--- config.mk ---
export PLATFORM = sky130hd
export DESIGN_NAME = ycs_line_separator
export DESIGN_NICKNAME = d
export VERILOG_FILES = /design/src/rtl/ycs_pkg.sv /design/src/rtl/ycs_position.sv /design/src/rtl/ycs_black.sv /design/src/rtl/ycs_pair.sv /design/src/rtl/ycs_line_separator.sv
export SDC_FILE = /design/constraint.sdc
export NUM_CORES = 1
export LEC_CHECK = 0
export BUFFER_PORTS_ARGS = -buffer_cell sky130_fd_sc_hd__buf_2
export CORE_MARGIN = 2
export CORE_UTILIZATION = 25
export DETAILED_ROUTE_END_ITERATION = 8
export GPL_ROUTABILITY_DRIVEN = 0
export PLACE_DENSITY_LB_ADDON = 0.25
export SYNTH_ARGS = -nofsm -noshare
export SYNTH_HDL_FRONTEND = slang
export SYNTH_HIERARCHICAL = 1
export SYNTH_SLANG_ARGS = --single-unit
--- constraint.sdc ---
create_clock -name clk -period 4.5 [get_ports clk]
set_clock_uncertainty 0.05 [all_clocks]
set_input_delay 0.45 -clock clk [delete_from_list [all_inputs] [get_ports clk]]
set_output_delay 0.45 -clock clk [all_outputs]
set_load 0.005 [all_outputs]
--- src/rtl/ycs_pkg.sv ---
package ycs_pkg;
   typedef enum logic {
      CT_RMY = 1'b0,
      CT_BMY = 1'b1
   } ctype_e;
endpackage

--- src/rtl/ycs_position.sv ---
module ycs_position #(
   parameter int H_FRONT_OB = 3,
   parameter int H_ACTIVE   = 752,
   parameter int H_REAR_OB  = 40,
   parameter int V_TOP_OB   = 12,
   parameter int V_ACTIVE   = 582,
   parameter int V_BOT_OB   = 2,
   parameter int AVG_LOG2   = 5
) (
   input  logic clk,
   input  logic rst_n,
   input  logic in_valid,
   input  logic line_start_i,
   input  logic frame_start_i,
   input  logic cfg_bmy_i,
   output logic eff_o,
   output logic second_o,
   output logic bmy_o,
   output logic avg_en_o,
   output logic avg_last_o,
   output logic fs_o
);
   localparam int LINE_LEN   = H_FRONT_OB + H_ACTIVE + H_REAR_OB;
   localparam int LINES      = V_TOP_OB + V_ACTIVE + V_BOT_OB;
   localparam int PIX_W      = $clog2(LINE_LEN + 1);
   localparam int LINE_W     = $clog2(LINES + 1);
   localparam int REAR_START = H_FRONT_OB + H_ACTIVE;
   localparam int AVG_N      = 1 << AVG_LOG2;
   localparam logic FRONT_ODD = logic'(H_FRONT_OB % 2);
   localparam logic TOP_ODD   = logic'(V_TOP_OB % 2);

   logic [PIX_W-1:0]  pix_q, pix_now;
   logic [LINE_W-1:0] line_q, line_now;
   logic              framed_q, framed_now, cfg_q, cfg_now;
   logic              h_eff, v_eff, in_win;

   always_comb begin
      pix_now    = (line_start_i || frame_start_i) ? '0 : pix_q;
      if (frame_start_i)
         line_now = '0;
      else if (line_start_i && (int'(line_q) < LINES))
         line_now = line_q + 1'b1;
      else
         line_now = line_q;
      framed_now = framed_q || frame_start_i;
      cfg_now    = frame_start_i ? cfg_bmy_i : cfg_q;
      h_eff      = (int'(pix_now) >= H_FRONT_OB) && (int'(pix_now) < REAR_START);
      v_eff      = (int'(line_now) >= V_TOP_OB) && (int'(line_now) < V_TOP_OB + V_ACTIVE);
      in_win     = (int'(pix_now) >= REAR_START) && (int'(pix_now) < REAR_START + AVG_N);
   end

   assign eff_o      = in_valid && framed_now && h_eff && v_eff;
   assign second_o   = pix_now[0] ^ FRONT_ODD;
   assign bmy_o      = cfg_now ^ line_now[0] ^ TOP_ODD;
   assign avg_en_o   = in_valid && framed_now && in_win;
   assign avg_last_o = (int'(pix_now) == REAR_START + AVG_N - 1);
   assign fs_o       = in_valid && frame_start_i;

   always_ff @(posedge clk or negedge rst_n) begin
      if (!rst_n) begin
         pix_q    <= '0;
         line_q   <= '0;
         framed_q <= 1'b0;
         cfg_q    <= 1'b0;
      end else if (in_valid) begin
         pix_q    <= (int'(pix_now) >= LINE_LEN) ? pix_now : pix_now + 1'b1;
         line_q   <= line_now;
         framed_q <= framed_now;
         cfg_q    <= cfg_now;
      end
   end

   assert_pix_cap_R1: assert property (@(posedge clk) disable iff (!rst_n)
      int'(pix_q) <= LINE_LEN);
   assert_line_restart_R1: assert property (@(posedge clk) disable iff (!rst_n)
      (in_valid && line_start_i) |=> (pix_q == PIX_W'(1)));
   assert_idle_hold_R8: assert property (@(posedge clk) disable iff (!rst_n)
      !in_valid |=> ($stable(pix_q) && $stable(line_q)));
endmodule

--- src/rtl/ycs_black.sv ---
module ycs_black #(
   parameter int DW       = 10,
   parameter int AVG_LOG2 = 5
) (
   input  logic          clk,
   input  logic          rst_n,
   input  logic          fs_i,
   input  logic          avg_en_i,
   input  logic          avg_last_i,
   input  logic [DW-1:0] sample_i,
   output logic [DW-1:0] black_o
);
   logic [DW-1:0] black_q;

   generate
      if (AVG_LOG2 == 0) begin : g_single
         always_ff @(posedge clk or negedge rst_n) begin
            if (!rst_n)                       black_q <= '0;
            else if (fs_i)                    black_q <= '0;
            else if (avg_en_i && avg_last_i)  black_q <= sample_i;
         end
      end else begin : g_accum
         localparam int AW = DW + AVG_LOG2;
         logic [AW-1:0] acc_q, acc_nxt;
         assign acc_nxt = acc_q + AW'(sample_i);
         always_ff @(posedge clk or negedge rst_n) begin
            if (!rst_n) begin
               acc_q   <= '0;
               black_q <= '0;
            end else if (fs_i) begin
               acc_q   <= '0;
               black_q <= '0;
            end else if (avg_en_i) begin
               if (avg_last_i) begin
                  black_q <= acc_nxt[AVG_LOG2 +: DW];
                  acc_q   <= '0;
               end else begin
                  acc_q   <= acc_nxt;
               end
            end
         end
      end
   endgenerate

   assign black_o = black_q;

   assert_frame_clear_R3: assert property (@(posedge clk) disable iff (!rst_n)
      fs_i |=> (black_o == '0));
   assert_black_hold_R3: assert property (@(posedge clk) disable iff (!rst_n)
      (!avg_en_i && !fs_i) |=> $stable(black_o));
endmodule

--- src/rtl/ycs_pair.sv ---
module ycs_pair
   import ycs_pkg::*;
#(
   parameter int DW = 10
) (
   input  logic                clk,
   input  logic                rst_n,
   input  logic                eff_i,
   input  logic                second_i,
   input  logic                bmy_i,
   input  logic [DW-1:0]       sample_i,
   input  logic [DW-1:0]       black_i,
   output logic                out_valid_o,
   output logic [DW-1:0]       y_o,
   output logic signed [DW:0]  c_o,
   output logic                bmy_o
);
   logic [DW-1:0]      corr, first_q;
   logic [DW:0]        sum;
   logic               ov_q;
   logic [DW-1:0]      y_q;
   logic signed [DW:0] c_q;
   ctype_e             ct_q;

   assign corr = (sample_i > black_i) ? (sample_i - black_i) : '0;
   assign sum  = {1'b0, first_q} + {1'b0, corr};

   always_ff @(posedge clk or negedge rst_n) begin
      if (!rst_n) begin
         first_q <= '0;
         ov_q    <= 1'b0;
         y_q     <= '0;
         c_q     <= '0;
         ct_q    <= CT_RMY;
      end else begin
         ov_q <= eff_i && second_i;
         if (eff_i && !second_i)
            first_q <= corr;
         if (eff_i && second_i) begin
            y_q  <= sum[DW:1];
            c_q  <= $signed({1'b0, corr}) - $signed({1'b0, first_q});
            ct_q <= ctype_e'(bmy_i);
         end
      end
   end

   assign out_valid_o = ov_q;
   assign y_o         = y_q;
   assign c_o         = c_q;
   assign bmy_o       = (ct_q == CT_BMY);

   assert_one_per_pair_R2: assert property (@(posedge clk) disable iff (!rst_n)
      out_valid_o |=> !out_valid_o);
   assert_from_eff_R2: assert property (@(posedge clk) disable iff (!rst_n)
      out_valid_o |-> $past(eff_i));
   assert_c_small_when_dark_R6: assert property (@(posedge clk) disable iff (!rst_n)
      (out_valid_o && y_o == '0) |-> (c_o >= -1 && c_o <= 1));
   assert_hold_R5: assert property (@(posedge clk) disable iff (!rst_n)
      !(eff_i && second_i) |=> ($stable(y_o) && $stable(c_o)));
endmodule

--- src/rtl/ycs_line_separator.sv ---
module ycs_line_separator #(
   parameter int DW         = 10,
   parameter int H_FRONT_OB = 3,
   parameter int H_ACTIVE   = 752,
   parameter int H_REAR_OB  = 40,
   parameter int V_TOP_OB   = 12,
   parameter int V_ACTIVE   = 582,
   parameter int V_BOT_OB   = 2,
   parameter int AVG_LOG2   = 5
) (
   input  logic                clk,
   input  logic                rst_n,
   input  logic                in_valid,
   input  logic [DW-1:0]       in_data,
   input  logic                in_line_start,
   input  logic                in_frame_start,
   input  logic                cfg_first_bmy,
   output logic                out_valid,
   output logic [DW-1:0]       y_out,
   output logic signed [DW:0]  c_out,
   output logic                c_is_bmy
);
   generate
      if (H_ACTIVE % 2 != 0) begin : g_bad_active
         $error("H_ACTIVE must be even");
      end
      if ((1 << AVG_LOG2) > H_REAR_OB) begin : g_bad_avg
         $error("averaging window exceeds rear shielded pixels");
      end
      if (DW < 2) begin : g_bad_dw
         $error("DW too small");
      end
   endgenerate

   logic eff, second, bmy, avg_en, avg_last, fs;
   logic [DW-1:0] black;

   ycs_position #(
      .H_FRONT_OB(H_FRONT_OB), .H_ACTIVE(H_ACTIVE), .H_REAR_OB(H_REAR_OB),
      .V_TOP_OB(V_TOP_OB), .V_ACTIVE(V_ACTIVE), .V_BOT_OB(V_BOT_OB),
      .AVG_LOG2(AVG_LOG2)
   ) u_pos (
      .clk(clk), .rst_n(rst_n), .in_valid(in_valid),
      .line_start_i(in_line_start), .frame_start_i(in_frame_start),
      .cfg_bmy_i(cfg_first_bmy),
      .eff_o(eff), .second_o(second), .bmy_o(bmy),
      .avg_en_o(avg_en), .avg_last_o(avg_last), .fs_o(fs)
   );

   ycs_black #(.DW(DW), .AVG_LOG2(AVG_LOG2)) u_blk (
      .clk(clk), .rst_n(rst_n), .fs_i(fs), .avg_en_i(avg_en),
      .avg_last_i(avg_last), .sample_i(in_data), .black_o(black)
   );

   ycs_pair #(.DW(DW)) u_pair (
      .clk(clk), .rst_n(rst_n), .eff_i(eff), .second_i(second), .bmy_i(bmy),
      .sample_i(in_data), .black_i(black),
      .out_valid_o(out_valid), .y_o(y_out), .c_o(c_out), .bmy_o(c_is_bmy)
   );

   assert_out_needs_sample_R8: assert property (@(posedge clk) disable iff (!rst_n)
      out_valid |-> $past(in_valid));
endmodule

==> metrics.cfg <==
[floorplanning]
start_util = 0.256
die_height_um = 156
die-area_um2 = 24500
ios = 39
placementRows = 55
die_w_um = 156
core-area_um2 = 22700

[critical_path]
slowest_stage = fa_1
endpoint = u_pair/c_o[8]
cp_top_family = compound AO/OA/AOI/OAI gates
criticalPathCategory = flop to flop
path_depth = 16
ff2ff_setup_slack_ns = 0.63
r2r-start = u_blk/black_o[0]
cp-end-kind = flop
start_kind = flop
path_cells = ha_1, inv_1, fa_1, a211oi_2, o21ai_2, a311oi_4, or2_2, ha_1, inv_1, fa_1, a21o_1, a21oi_1, o21bai_1, o41ai_2, xnor2_1, o21ai_1
crit_fanout = 4
crit_path_start = u_blk/black_o[0]
cp.arrival_ns = 4.02
r2r-end = u_pair/c_o[8]
max_stage_delay_ns = 0.43
ff2ff_path_depth = 16
cp.buffers_inverters = 2
crit_required_ns = 4.66

[place]
place_ws_ns = 0.371
place_inst = 940
hpwl_mm = 10.2
portBuffers = 38

[synthesis]
ys_seq_area_frac = 0.344
avgSynthCellArea_um2 = 9.11
synth.cell_area_um2 = 5810
ys.flop_type = dfrtp_1
synth-warning-count = 6
ys_async_sr_fraction = 1.00
synth_edf_count = 0
synth_cell_types = 88
ys_ff_latch = 80
netlist_instances = 638
syn_nets = 701

[timing]
rsz0062_at_grt = no
slew_viol_final = 0
hold_viol_final = 0
setup_ws_ns = 0.634
period_share = 0.859
tns_ns = 0
finalCriticalPeriod_ns = 3.87
worstMarginPinSlew_ns = 1.09
relSlewSlack = 0.268
setup_viol = 0
fmax_mhz = 259

[grt]
grt_pass1_vias = 4370
grt-ovfl-total = 0
grt_usage = 0.114
grt_pass1_wl_mm = 22.5
grt_max_degree = 49
antenna_found_initial = 0

[detailed_routing]
top_layer = met4
drcViolationCount = 0
met1_length_mm = 7.15
wl_per_cell_um = 14.2
antenna_left = 0
drt_iter0_drc = 191
dr_wl_met3_um = 384
dr_wl_met2_mm = 5.87
via_per_inst = 4.76
vias = 4536
routed_wl_mm = 13.5
dr.pass1.iters = 4

[clock_network]
cts_resized = 0
holdBufCountCts = 0
worst_skew_pair.late_latency_ns = 0.34
postCtsSetupRepairBufs = 0
cts_tree = done
cts_made_buffers = 9
max-clock-path-buffers = 2
clockRootBuffer = clkbuf_16
clk_pin_slew_ns = 0.06
cts_max_level = 3
cts.sinks = 80

[worst_hold_path]
worstHoldPathType = primary input to async pin

[pwr]
power.leakage_nw = 2.87
vdd_drop_max_mv = 0.120
powerDensity_nw_per_um2 = 282

[finish]
nNetsFinal = 729
multiInputGateArea_um2 = 3490
regArea_um2 = 2000
diodes = 0
drive_above_1_share = 0.151
fillerInstances = 2449
syn2layout_area_growth_pct = 11.4
fin_cells = 953

[job]
maxCapViolCount = 0

[outcome]
status = completed

-- cells in the mapped netlist, types with 6 or more instances --
master	count	area, um2
nor2b_1	6	37.5
xor2_1	8	70.1
a22o_1	17	149
ha_1	43	538
nand4_1	7	43.8
and3_1	6	37.5
o21ai_1	12	60.1
a21oi_1	40	200
and2_1	8	50.1
clkbuf_1	15	56.3
xnor2_1	29	254
a21o_1	6	45.0
o31ai_1	11	82.6
inv_1	38	143
nand3_1	17	85.1
mux2_2	8	90.1
nor3_1	16	80.1
a31oi_1	11	68.8
o21ai_0	41	205
nand2_1	67	251
nand2b_1	7	43.8
nor2_1	38	143
dfrtp_1	80	2000
-- kinds of logic (layout without fill, tap and decap cells) --
group | count (synthesis) | count (layout) | share of synthesized area
XOR/XNOR | 37 | 37 | 0.0558
adder cells (fa/ha/maj) | 47 | 47 | 0.106
flip-flops | 80 | 80 | 0.344
multiplexers | 11 | 11 | 0.0215
AO/OA/AOI/OAI | 194 | 194 | 0.238
buffers and inverters | 67 | 97 | 0.0555
AND/OR/NAND/NOR | 202 | 202 | 0.178
-- registers in the layout, summed over array words and instances, names as in the netlist --
signal	flops
u_blk/g_accum.acc_q	15
u_pair/c_o	11
u_pair/out_valid_o	1
u_pair/y_o	10
u_blk/black_o	10
u_pair/first_q	10
u_pair/bmy_o	1
u_pos/framed_q	1
u_pos/pix_q	10
u_pos/cfg_q	1
u_pos/line_q	10
-- per-stage QoR --
stage                     utilization  area, um2  hold WS [ns]  total power, mW
after floorplan                     -       5810         0.104             1.08
after global routing            0.285       6470        0.0509             1.94
after CTS                       0.285       6470        0.0318             1.86
final                           0.285       6470        0.0223             1.82
after detailed placement        0.274       6230         0.396             1.20
after global placement          0.274       6230         0.398             1.20
-- power breakdown --
group | internal (mW) | total, mW | switching (mW)
Clock | 0.363 | 0.643 | 0.281
Combinational | 0.166 | 0.422 | 0.256
Sequential | 0.742 | 0.758 | 0.0153
-- worst min-delay path by stage --
stage                     startpoint  slack (ns)          endpoint
after floorplan                rst_n        0.10  u_blk/black_o[0]
after global placement         rst_n        0.40    u_pos/pix_q[7]
after detailed placement       rst_n        0.40    u_pos/pix_q[7]
after CTS                      rst_n        0.03    u_pos/pix_q[7]
after global routing           rst_n        0.05    u_pos/pix_q[7]
final                          rst_n        0.02    u_pos/pix_q[6]
-- area by class of cell --
class | instances | share of cell area
flip-flops and latches | 80 | 0.309
inverters | 41 | 0.0238
multi-input cells | 491 | 0.539
clock inverters | 2 | 0.00155
clock buffers | 11 | 0.0360
repair buffers | 43 | 0.0356
well taps | 285 | 0.0551
-- metal layers --
metal  global-route usage  vias up
li1                     -     2353
met1                0.162     2128
met5                    0        -
met4               0.0275        0
met3               0.0258        5
met2                0.177       50
-- cell usage in the layout, fill, tap and decap left out, drive strengths merged, types with 18 or more instances in the layout --
cell and n:
a21oi 42, buf 43, dfrtp 80, ha 43, inv 40, nand2 67, nand3 18, nor2 38
o21ai 55, xnor2 29
(Power assumes the default switching activity.)
